## config.mk

```make
export PLATFORM = sky130hd
export DESIGN_NAME = gpio_bank_irq
export DESIGN_NICKNAME = d
export VERILOG_FILES = /design/src/rtl/gpio_bank_pkg.sv /design/src/rtl/gpio_bank_sync.sv /design/src/rtl/gpio_bank_sense.sv /design/src/rtl/gpio_bank_regs.sv /design/src/rtl/gpio_bank_irq.sv
export SDC_FILE = /design/constraint.sdc
export NUM_CORES = 1
export LEC_CHECK = 0
export ABC_CLOCK_PERIOD_IN_PS = 5050
export BUFFER_PORTS_ARGS = -buffer_cell sky130_fd_sc_hd__clkbuf_2
export CAP_MARGIN = 10
export CORE_MARGIN = 2
export CORE_UTILIZATION = 62
export DETAILED_ROUTE_END_ITERATION = 16
export HOLD_SLACK_MARGIN = 0.06
export PLACE_DENSITY = 0.83
export SLEW_MARGIN = 20
export SYNTH_ARGS = -nofsm -noshare
export SYNTH_HDL_FRONTEND = slang
export SYNTH_SLANG_ARGS = --single-unit
```

## constraint.sdc

```tcl
create_clock -name clk -period 5.05 [get_ports clk]
set_input_delay 0.7575 -clock clk [delete_from_list [all_inputs] [get_ports clk]]
set_output_delay 0.7575 -clock clk [all_outputs]
set_load 0.02 [all_outputs]
```

## src/rtl/gpio_bank_pkg.sv

```systemverilog
package gpio_bank_pkg;

  localparam int OFS_PIN    = 'h00;
  localparam int OFS_ACCMSK = 'h04;
  localparam int OFS_DRIVE  = 'h08;
  localparam int OFS_LEVEL  = 'h0C;
  localparam int OFS_ANYEDG = 'h10;
  localparam int OFS_POLAR  = 'h14;
  localparam int OFS_IRQEN  = 'h18;
  localparam int OFS_RAW    = 'h1C;
  localparam int OFS_MASKED = 'h20;
  localparam int OFS_CLEAR  = 'h24;
  localparam int OFS_INOPEN = 'h28;

  typedef enum logic [3:0] {
    SEL_PIN, SEL_ACCMSK, SEL_DRIVE, SEL_LEVEL, SEL_ANYEDG, SEL_POLAR,
    SEL_IRQEN, SEL_RAW, SEL_MASKED, SEL_CLEAR, SEL_INOPEN, SEL_NONE
  } gpio_sel_e;

endpackage

```

## src/rtl/gpio_bank_sync.sv

```systemverilog
module gpio_bank_sync #(
  parameter int WIDTH = 16
) (
  input  logic             clk,
  input  logic             rst_n,
  input  logic [WIDTH-1:0] async_in,
  output logic [WIDTH-1:0] sync_out
);

  logic [WIDTH-1:0] stage1_q;
  logic [WIDTH-1:0] stage2_q;

  always_ff @(posedge clk or negedge rst_n) begin
    if (!rst_n) begin
      stage1_q <= '0;
      stage2_q <= '0;
    end else begin
      stage1_q <= async_in;
      stage2_q <= stage1_q;
    end
  end

  assign sync_out = stage2_q;

endmodule

```

## src/rtl/gpio_bank_sense.sv

```systemverilog
module gpio_bank_sense #(
  parameter int WIDTH = 16
) (
  input  logic             clk,
  input  logic             rst_n,
  input  logic [WIDTH-1:0] pin_sync,
  input  logic [WIDTH-1:0] level_sel,
  input  logic [WIDTH-1:0] any_edge,
  input  logic [WIDTH-1:0] polarity,
  input  logic [WIDTH-1:0] clr_pulse,
  output logic [WIDTH-1:0] raw_stat
);

  for (genvar p = 0; p < WIDTH; p++) begin : g_pin
    logic prev_q;
    logic hold_q;
    logic hold_d;
    logic rise;
    logic fall;
    logic hit;

    always_comb begin
      rise = pin_sync[p] & ~prev_q;
      fall = ~pin_sync[p] & prev_q;
      if (any_edge[p]) begin
        hit = rise | fall;
      end else if (polarity[p]) begin
        hit = rise;
      end else begin
        hit = fall;
      end

      hold_d = hold_q;
      if (level_sel[p]) begin
        hold_d = 1'b0;
      end else if (hit) begin
        hold_d = 1'b1;
      end else if (clr_pulse[p]) begin
        hold_d = 1'b0;
      end
    end

    always_ff @(posedge clk or negedge rst_n) begin
      if (!rst_n) begin
        prev_q <= 1'b0;
        hold_q <= 1'b0;
      end else begin
        prev_q <= pin_sync[p];
        hold_q <= hold_d;
      end
    end

    assign raw_stat[p] = level_sel[p] ? ~(pin_sync[p] ^ polarity[p]) : hold_q;

    // a detected edge in edge mode is held in the next cycle
    assert_edge_latched_R5: assert property (@(posedge clk) disable iff (!rst_n)
      (!level_sel[p] && hit) |=> hold_q)
      else $error("edge not latched on pin %0d", p);

    // a clear with no competing edge drops the latch
    assert_clear_drops_R9: assert property (@(posedge clk) disable iff (!rst_n)
      (!level_sel[p] && !hit && clr_pulse[p]) |=> !hold_q)
      else $error("clear ignored on pin %0d", p);

    // level mode keeps nothing latched
    assert_level_unlatched_R8: assert property (@(posedge clk) disable iff (!rst_n)
      level_sel[p] |=> !hold_q)
      else $error("latch set in level mode on pin %0d", p);
  end

endmodule

```

## src/rtl/gpio_bank_regs.sv

```systemverilog
module gpio_bank_regs
  import gpio_bank_pkg::*;
#(
  parameter int WIDTH  = 16,
  parameter int DATA_W = 32,
  parameter int ADDR_W = 8
) (
  input  logic              clk,
  input  logic              rst_n,
  input  logic              bus_sel,
  input  logic              bus_wr,
  input  logic [ADDR_W-1:0] bus_addr,
  input  logic [DATA_W-1:0] bus_wdata,
  output logic [DATA_W-1:0] bus_rdata,
  input  logic [WIDTH-1:0]  pin_sync,
  input  logic [WIDTH-1:0]  raw_stat,
  output logic [WIDTH-1:0]  data_o,
  output logic [WIDTH-1:0]  drive_o,
  output logic [WIDTH-1:0]  level_o,
  output logic [WIDTH-1:0]  anyedge_o,
  output logic [WIDTH-1:0]  polar_o,
  output logic [WIDTH-1:0]  irqen_o,
  output logic [WIDTH-1:0]  inopen_o,
  output logic [WIDTH-1:0]  clr_pulse_o
);

  localparam int PAD_W = DATA_W - WIDTH;

  logic [WIDTH-1:0] data_q, data_d;
  logic [WIDTH-1:0] accmsk_q, accmsk_d;
  logic [WIDTH-1:0] drive_q, drive_d;
  logic [WIDTH-1:0] level_q, level_d;
  logic [WIDTH-1:0] anyedg_q, anyedg_d;
  logic [WIDTH-1:0] polar_q, polar_d;
  logic [WIDTH-1:0] irqen_q, irqen_d;
  logic [WIDTH-1:0] inopen_q, inopen_d;
  logic [WIDTH-1:0] wval;
  logic [WIDTH-1:0] rd_val;
  logic             wr_en;
  logic             rd_en;
  gpio_sel_e        sel;
  logic             unused_hi;

  assign wval      = bus_wdata[WIDTH-1:0];
  assign unused_hi = ^bus_wdata[DATA_W-1:WIDTH];
  assign wr_en     = bus_sel & bus_wr;
  assign rd_en     = bus_sel & ~bus_wr;

  always_comb begin
    case (bus_addr)
      ADDR_W'(OFS_PIN):    sel = SEL_PIN;
      ADDR_W'(OFS_ACCMSK): sel = SEL_ACCMSK;
      ADDR_W'(OFS_DRIVE):  sel = SEL_DRIVE;
      ADDR_W'(OFS_LEVEL):  sel = SEL_LEVEL;
      ADDR_W'(OFS_ANYEDG): sel = SEL_ANYEDG;
      ADDR_W'(OFS_POLAR):  sel = SEL_POLAR;
      ADDR_W'(OFS_IRQEN):  sel = SEL_IRQEN;
      ADDR_W'(OFS_RAW):    sel = SEL_RAW;
      ADDR_W'(OFS_MASKED): sel = SEL_MASKED;
      ADDR_W'(OFS_CLEAR):  sel = SEL_CLEAR;
      ADDR_W'(OFS_INOPEN): sel = SEL_INOPEN;
      default:             sel = SEL_NONE;
    endcase
  end

  always_comb begin
    data_d   = data_q;
    accmsk_d = accmsk_q;
    drive_d  = drive_q;
    level_d  = level_q;
    anyedg_d = anyedg_q;
    polar_d  = polar_q;
    irqen_d  = irqen_q;
    inopen_d = inopen_q;
    clr_pulse_o = '0;
    if (wr_en) begin
      case (sel)
        SEL_PIN:    data_d   = (data_q & ~accmsk_q) | (wval & accmsk_q);
        SEL_ACCMSK: accmsk_d = wval;
        SEL_DRIVE:  drive_d  = wval;
        SEL_LEVEL:  level_d  = wval;
        SEL_ANYEDG: anyedg_d = wval;
        SEL_POLAR:  polar_d  = wval;
        SEL_IRQEN:  irqen_d  = wval;
        SEL_INOPEN: inopen_d = wval;
        SEL_CLEAR:  clr_pulse_o = wval;
        default: ;
      endcase
    end
  end

  always_ff @(posedge clk or negedge rst_n) begin
    if (!rst_n) begin
      data_q   <= '0;
      accmsk_q <= '0;
      drive_q  <= '0;
      level_q  <= '0;
      anyedg_q <= '0;
      polar_q  <= '0;
      irqen_q  <= '0;
      inopen_q <= '0;
    end else begin
      data_q   <= data_d;
      accmsk_q <= accmsk_d;
      drive_q  <= drive_d;
      level_q  <= level_d;
      anyedg_q <= anyedg_d;
      polar_q  <= polar_d;
      irqen_q  <= irqen_d;
      inopen_q <= inopen_d;
    end
  end

  always_comb begin
    case (sel)
      SEL_PIN:    rd_val = accmsk_q & ((inopen_q & pin_sync) | (~inopen_q & data_q));
      SEL_ACCMSK: rd_val = accmsk_q;
      SEL_DRIVE:  rd_val = drive_q;
      SEL_LEVEL:  rd_val = level_q;
      SEL_ANYEDG: rd_val = anyedg_q;
      SEL_POLAR:  rd_val = polar_q;
      SEL_IRQEN:  rd_val = irqen_q;
      SEL_RAW:    rd_val = raw_stat;
      SEL_MASKED: rd_val = raw_stat & irqen_q;
      SEL_INOPEN: rd_val = inopen_q;
      default:    rd_val = '0;
    endcase
  end

  assign bus_rdata = rd_en ? {{PAD_W{1'b0}}, rd_val} : '0;

  assign data_o    = data_q;
  assign drive_o   = drive_q;
  assign level_o   = level_q;
  assign anyedge_o = anyedg_q;
  assign polar_o   = polar_q;
  assign irqen_o   = irqen_q;
  assign inopen_o  = inopen_q;

  // a data write never alters pins whose access-mask bit was 0
  assert_masked_write_R4: assert property (@(posedge clk) disable iff (!rst_n)
    (wr_en && sel == SEL_PIN) |=> (((data_q ^ $past(data_q)) & ~$past(accmsk_q)) == '0))
    else $error("masked-off pin data changed");

  // the clear register never reads back anything but zero
  assert_clear_reads_zero_R1: assert property (@(posedge clk) disable iff (!rst_n)
    (rd_en && sel == SEL_CLEAR) |-> (bus_rdata == '0))
    else $error("clear register read nonzero");

endmodule

```

## src/rtl/gpio_bank_irq.sv

```systemverilog
module gpio_bank_irq #(
  parameter int NPINS  = 16,
  parameter int DATA_W = 32,
  parameter int ADDR_W = 8
) (
  input  logic              clk,
  input  logic              rst_n,
  input  logic              bus_sel,
  input  logic              bus_wr,
  input  logic [ADDR_W-1:0] bus_addr,
  input  logic [DATA_W-1:0] bus_wdata,
  output logic [DATA_W-1:0] bus_rdata,
  input  logic [NPINS-1:0]  pad_in,
  output logic [NPINS-1:0]  pad_out,
  output logic [NPINS-1:0]  pad_oe,
  output logic [NPINS-1:0]  pad_ie,
  output logic              irq
);

  logic [NPINS-1:0] pin_sync;
  logic [NPINS-1:0] raw_stat;
  logic [NPINS-1:0] level_sel;
  logic [NPINS-1:0] any_edge;
  logic [NPINS-1:0] polarity;
  logic [NPINS-1:0] irq_en;
  logic [NPINS-1:0] clr_pulse;

  gpio_bank_sync #(.WIDTH(NPINS)) u_sync (
    .clk      (clk),
    .rst_n    (rst_n),
    .async_in (pad_in),
    .sync_out (pin_sync)
  );

  gpio_bank_sense #(.WIDTH(NPINS)) u_sense (
    .clk       (clk),
    .rst_n     (rst_n),
    .pin_sync  (pin_sync),
    .level_sel (level_sel),
    .any_edge  (any_edge),
    .polarity  (polarity),
    .clr_pulse (clr_pulse),
    .raw_stat  (raw_stat)
  );

  gpio_bank_regs #(.WIDTH(NPINS), .DATA_W(DATA_W), .ADDR_W(ADDR_W)) u_regs (
    .clk         (clk),
    .rst_n       (rst_n),
    .bus_sel     (bus_sel),
    .bus_wr      (bus_wr),
    .bus_addr    (bus_addr),
    .bus_wdata   (bus_wdata),
    .bus_rdata   (bus_rdata),
    .pin_sync    (pin_sync),
    .raw_stat    (raw_stat),
    .data_o      (pad_out),
    .drive_o     (pad_oe),
    .level_o     (level_sel),
    .anyedge_o   (any_edge),
    .polar_o     (polarity),
    .irqen_o     (irq_en),
    .inopen_o    (pad_ie),
    .clr_pulse_o (clr_pulse)
  );

  assign irq = |(raw_stat & irq_en);

  // with every enable low the bank line stays quiet
  assert_irq_quiet_R10: assert property (@(posedge clk) disable iff (!rst_n)
    (irq_en == '0) |-> !irq)
    else $error("irq raised with all enables low");

  // the line is never raised without some raw status behind it
  assert_irq_has_source_R10: assert property (@(posedge clk) disable iff (!rst_n)
    irq |-> (raw_stat != '0))
    else $error("irq without raw status");

endmodule

```

==> results by group <==
STA
  – Slew HR: between 20 and 30%
  – Worst slew pin tran: about 1.1 ns
  – Final hold violation count: 0
  – Total negative slack: 0 ns
  – Final Critical Period: between 3 and 4 ns
  – Setup Skew: approximately 0.007 ns
  – Worst Hold Slack: 0.351 ns
  – # setup viols final: 0
  – Slew Limit Fails: 0
  – Crit share post-route: 77.9%
  – Fmax: ~0.25 GHz
  – Unrepaired setup endpoints after global routing: false

Hold path
  – Min-delay worst type: flip-flop to flip-flop

Yosys
  – Syn_area_per_cell: 11.5 um2
  – Yosys reg bits: between 150 and 200
  – Post-synth EDFFs: 0
  – Syn Inst Count: 840
  – Synth top area share: roughly 50%
  – Top FF cell, synth: dfrtp_1
  – Register area share after synthesis: around half
  – Area leader, netlist: dfrtp_1
  – Area contributors post-synth: dfrtp_1, mux2_2, ha_1
  – Ys Warns: 0
  – Post-synthesis async set-or-reset flop share: between 90% and 100%
  – Mapped Area: between 9000 and 10000 um2
  – Post-synthesis cell type count: 52

Drt
  – Total routed wirelength: roughly 24000 um
  – Vias per cell: 6.17
  – Number of remaining DRC errors: 0
  – Final ANT Viol Nets: 0
  – WL per Instance: roughly 21 um
  – DR iter-0 viols: 800
  – Vias: around 7300
  – TritonRoute pass-1 iters: 6

Job
  – # Max-Cap Violations: 0

Floorplan
  – Die Y: 129 um
  – Die width: roughly 130 um
  – Ports: between 100 and 150
  – Core ar.: between 15000 and 20000 um2
  – Die footprint: 16600 um2
  – Initial Util: 63.5%
  – Core Rows: 45

Setup path
  – Max FO, Critical Path: 9
  – Crit path kind: input port to primary output
  – Req. time, crit path: 4.29 ns
  – CP Data Arrival Time: 3.18 ns
  – CP endpoint kind: primary output
  – CP Launch Type: input port

Power and ir drop
  – P_int: 0.00248 W
  – Clock power share: about two fifths
  – Pleak: around 5.3 nW
  – Sw frac: between 20% and 30%
  – Final Total Pwr: approximately 0.0033 W
  – Pwr/cell area: 299 nW/um2
  – P_sw: 0.000818 W
  – Power share of the combinational group: under 10%
  – Peak supply drop: between 0.0002 and 0.00025 V
  – Sequential share of power: around half

Clocking
  – Clk_lat worst skew: 0.44 ns
  – Root Buffer: clkbuf_16
  – H-tree depth: 4
  – Post-CTS sizing: 0
  – Hold-fix buffers, CTS: 0
  – Clk sinks: roughly 190
  – Worst-path clk slew: roughly 0.070 ns
  – CTS tree: done
  – Worst-case clock buffer depth: 2
  – CTS buffer count: 17
  – Setup repair bufs after CTS: 0

Global route
  – Largest net degree at the start of global routing: 111
  – Overflow after GRT: 0
  – Initial antenna violation count: 0
  – First-pass GRT wire length: roughly 38000 um
  – Total track usage: 30.5%
  – Vias in the first global route: a little over 7000

Final layout
  – Diodes inserted: 0
  – Final net count: between 1000 and 1500
  – Area grow syn2layout: 13.9%
  – Fin util: between 70% and 80%
  – Share of cells above drive strength 1: between 30% and 40%
  – Commonest cells after routing, fill and taps aside: dfrtp_1, mux2_2, clkbuf_2, nand2_1, a21oi_1
  – Commonest non-fill, non-tap cell in the layout: dfrtp_1
  – Fillers: 1107

Placement
  – GPL Wtd Cong: 0.904
  – Detail Placement HPWL: around 16000 um
  – Port bufs: approximately 110

Run status
  – Status: completed
## metrics by stage
step           std cells  area, um2  setup slack [ns]
6_report            1180      11000              1.11
5_1_grt             1180      11000              1.07
4_1_cts             1180      11000              1.24
3_5_place_dp        1148      10400              1.27
3_3_place_gp        1148      10400              1.30
2_1_floorplan        855       9740              1.86
## worst max-delay path: stages
cell and delay, ns:
clkbuf_2 0.11, nor4_4 0.56, and2_0 0.62, buf_4 0.31, o211ai_1 0.16, and4b_1 0.21
o22ai_1 0.21, clkbuf_2 0.24
## worst paths after layout
check | startpoint | slack (ns) | cells past startpoint | endpoint
max reg2reg | u_sync.sync_out[5]$_DFF_PN0_ | 3.49 | 7 | u_sense.g_pin[5].hold_q$_DFFE_PN0P_
min reg2reg | u_sync.stage1_q[9]$_DFF_PN0_ | 0.35 | 0 | u_sync.sync_out[9]$_DFF_PN0_
min | u_sync.stage1_q[9]$_DFF_PN0_ | 0.35 | 0 | u_sync.sync_out[9]$_DFF_PN0_
min in group asynchronous | rst_n | 0.41 | 1 | u_sync.stage1_q[4]$_DFF_PN0_
max in group asynchronous | rst_n | 3.50 | 2 | u_regs.inopen_o[1]$_DFFE_PN0P_
max | bus_addr[1] | 1.11 | 8 | bus_rdata[0]
## flip-flops by register name (all words and copies together), names as in the netlist, named ones only
register              cells
u_sync.sync_out          16
u_regs.drive_o           16
u_sense.g_pin.prev_q     16
u_regs.irqen_o           16
u_regs.accmsk_q          16
u_regs.polar_o           16
u_regs.inopen_o          16
u_sync.stage1_q          16
u_regs.anyedge_o         16
u_regs.level_o           16
u_sense.g_pin.hold_q     16
## cell families after synthesis
logic type      after synthesis  synth area share (%)
flops                       192                  49.6
simple gates                191                  10.6
mux                         174                  19.9
compound gates              152                  9.99
buf+inv                      82                  4.25
fa+ha+maj                    32                  4.13
xor+xnor                     16                  1.45
other cells                   1                0.0387
## synthesized netlist by cell type (3+ instances only)
master    count
ha_1         32
o22ai_1      19
clkbuf_1     10
xor2_1        3
nand3b_1      3
buf_1         4
and4b_1       7
mux2i_1      27
o21ai_0       9
buf_2        11
a211oi_1     20
o211ai_1      8
a211o_1       5
buf_4        20
inv_1        35
nor2b_1      23
xnor2_1      13
nand3_1      18
nand2_1      75
nor4_4        3
a21oi_1      59
and3_1        3
dfrtp_1     192
mux2_2      146
or4_1         3
a22oi_1       9
o22a_1        3
nand4_1       3
a311oi_1      3
a31oi_1       8
nor2_1       39
## area by class of cell
cell class                      instances  area, um2  share of cell area [%]
Tap cell                              211        264                    2.39
Timing Repair Buffer                  129        707                    6.41
Multi-Input combinational cell        581       4520                    41.0
Clock inverter                          9        120                    1.09
Clock buffer                           23        478                    4.33
Inverter                               35        131                    1.19
Sequential cell                       192       4800                    43.6
## power groups by stage
| stage | Clock, W | Sequential (W) | Combinational [W] |
|---|---|---|---|
| after floorplan | 0 | 0.00167 | 0.000163 |
| after global placement | 0 | 0.00167 | 0.000265 |
| after detailed placement | 0 | 0.00167 | 0.000274 |
| after CTS | 0.00138 | 0.00165 | 0.000279 |
| after global routing | 0.00145 | 0.00165 | 0.000308 |
| final | 0.00137 | 0.00165 | 0.000280 |
## per-layer routing
metal | share of wire [%] | GRT usage, % | vias up
met5 | 0 | 0 | -
met4 | 3.2 | 12.8 | 0
met3 | 7.9 | 7.90 | 66
met2 | 47 | 46.5 | 358
met1 | 42 | 42.0 | 3646
li1 | - | - | 3215
No activity file was read; power rests on OpenSTA's default activity.
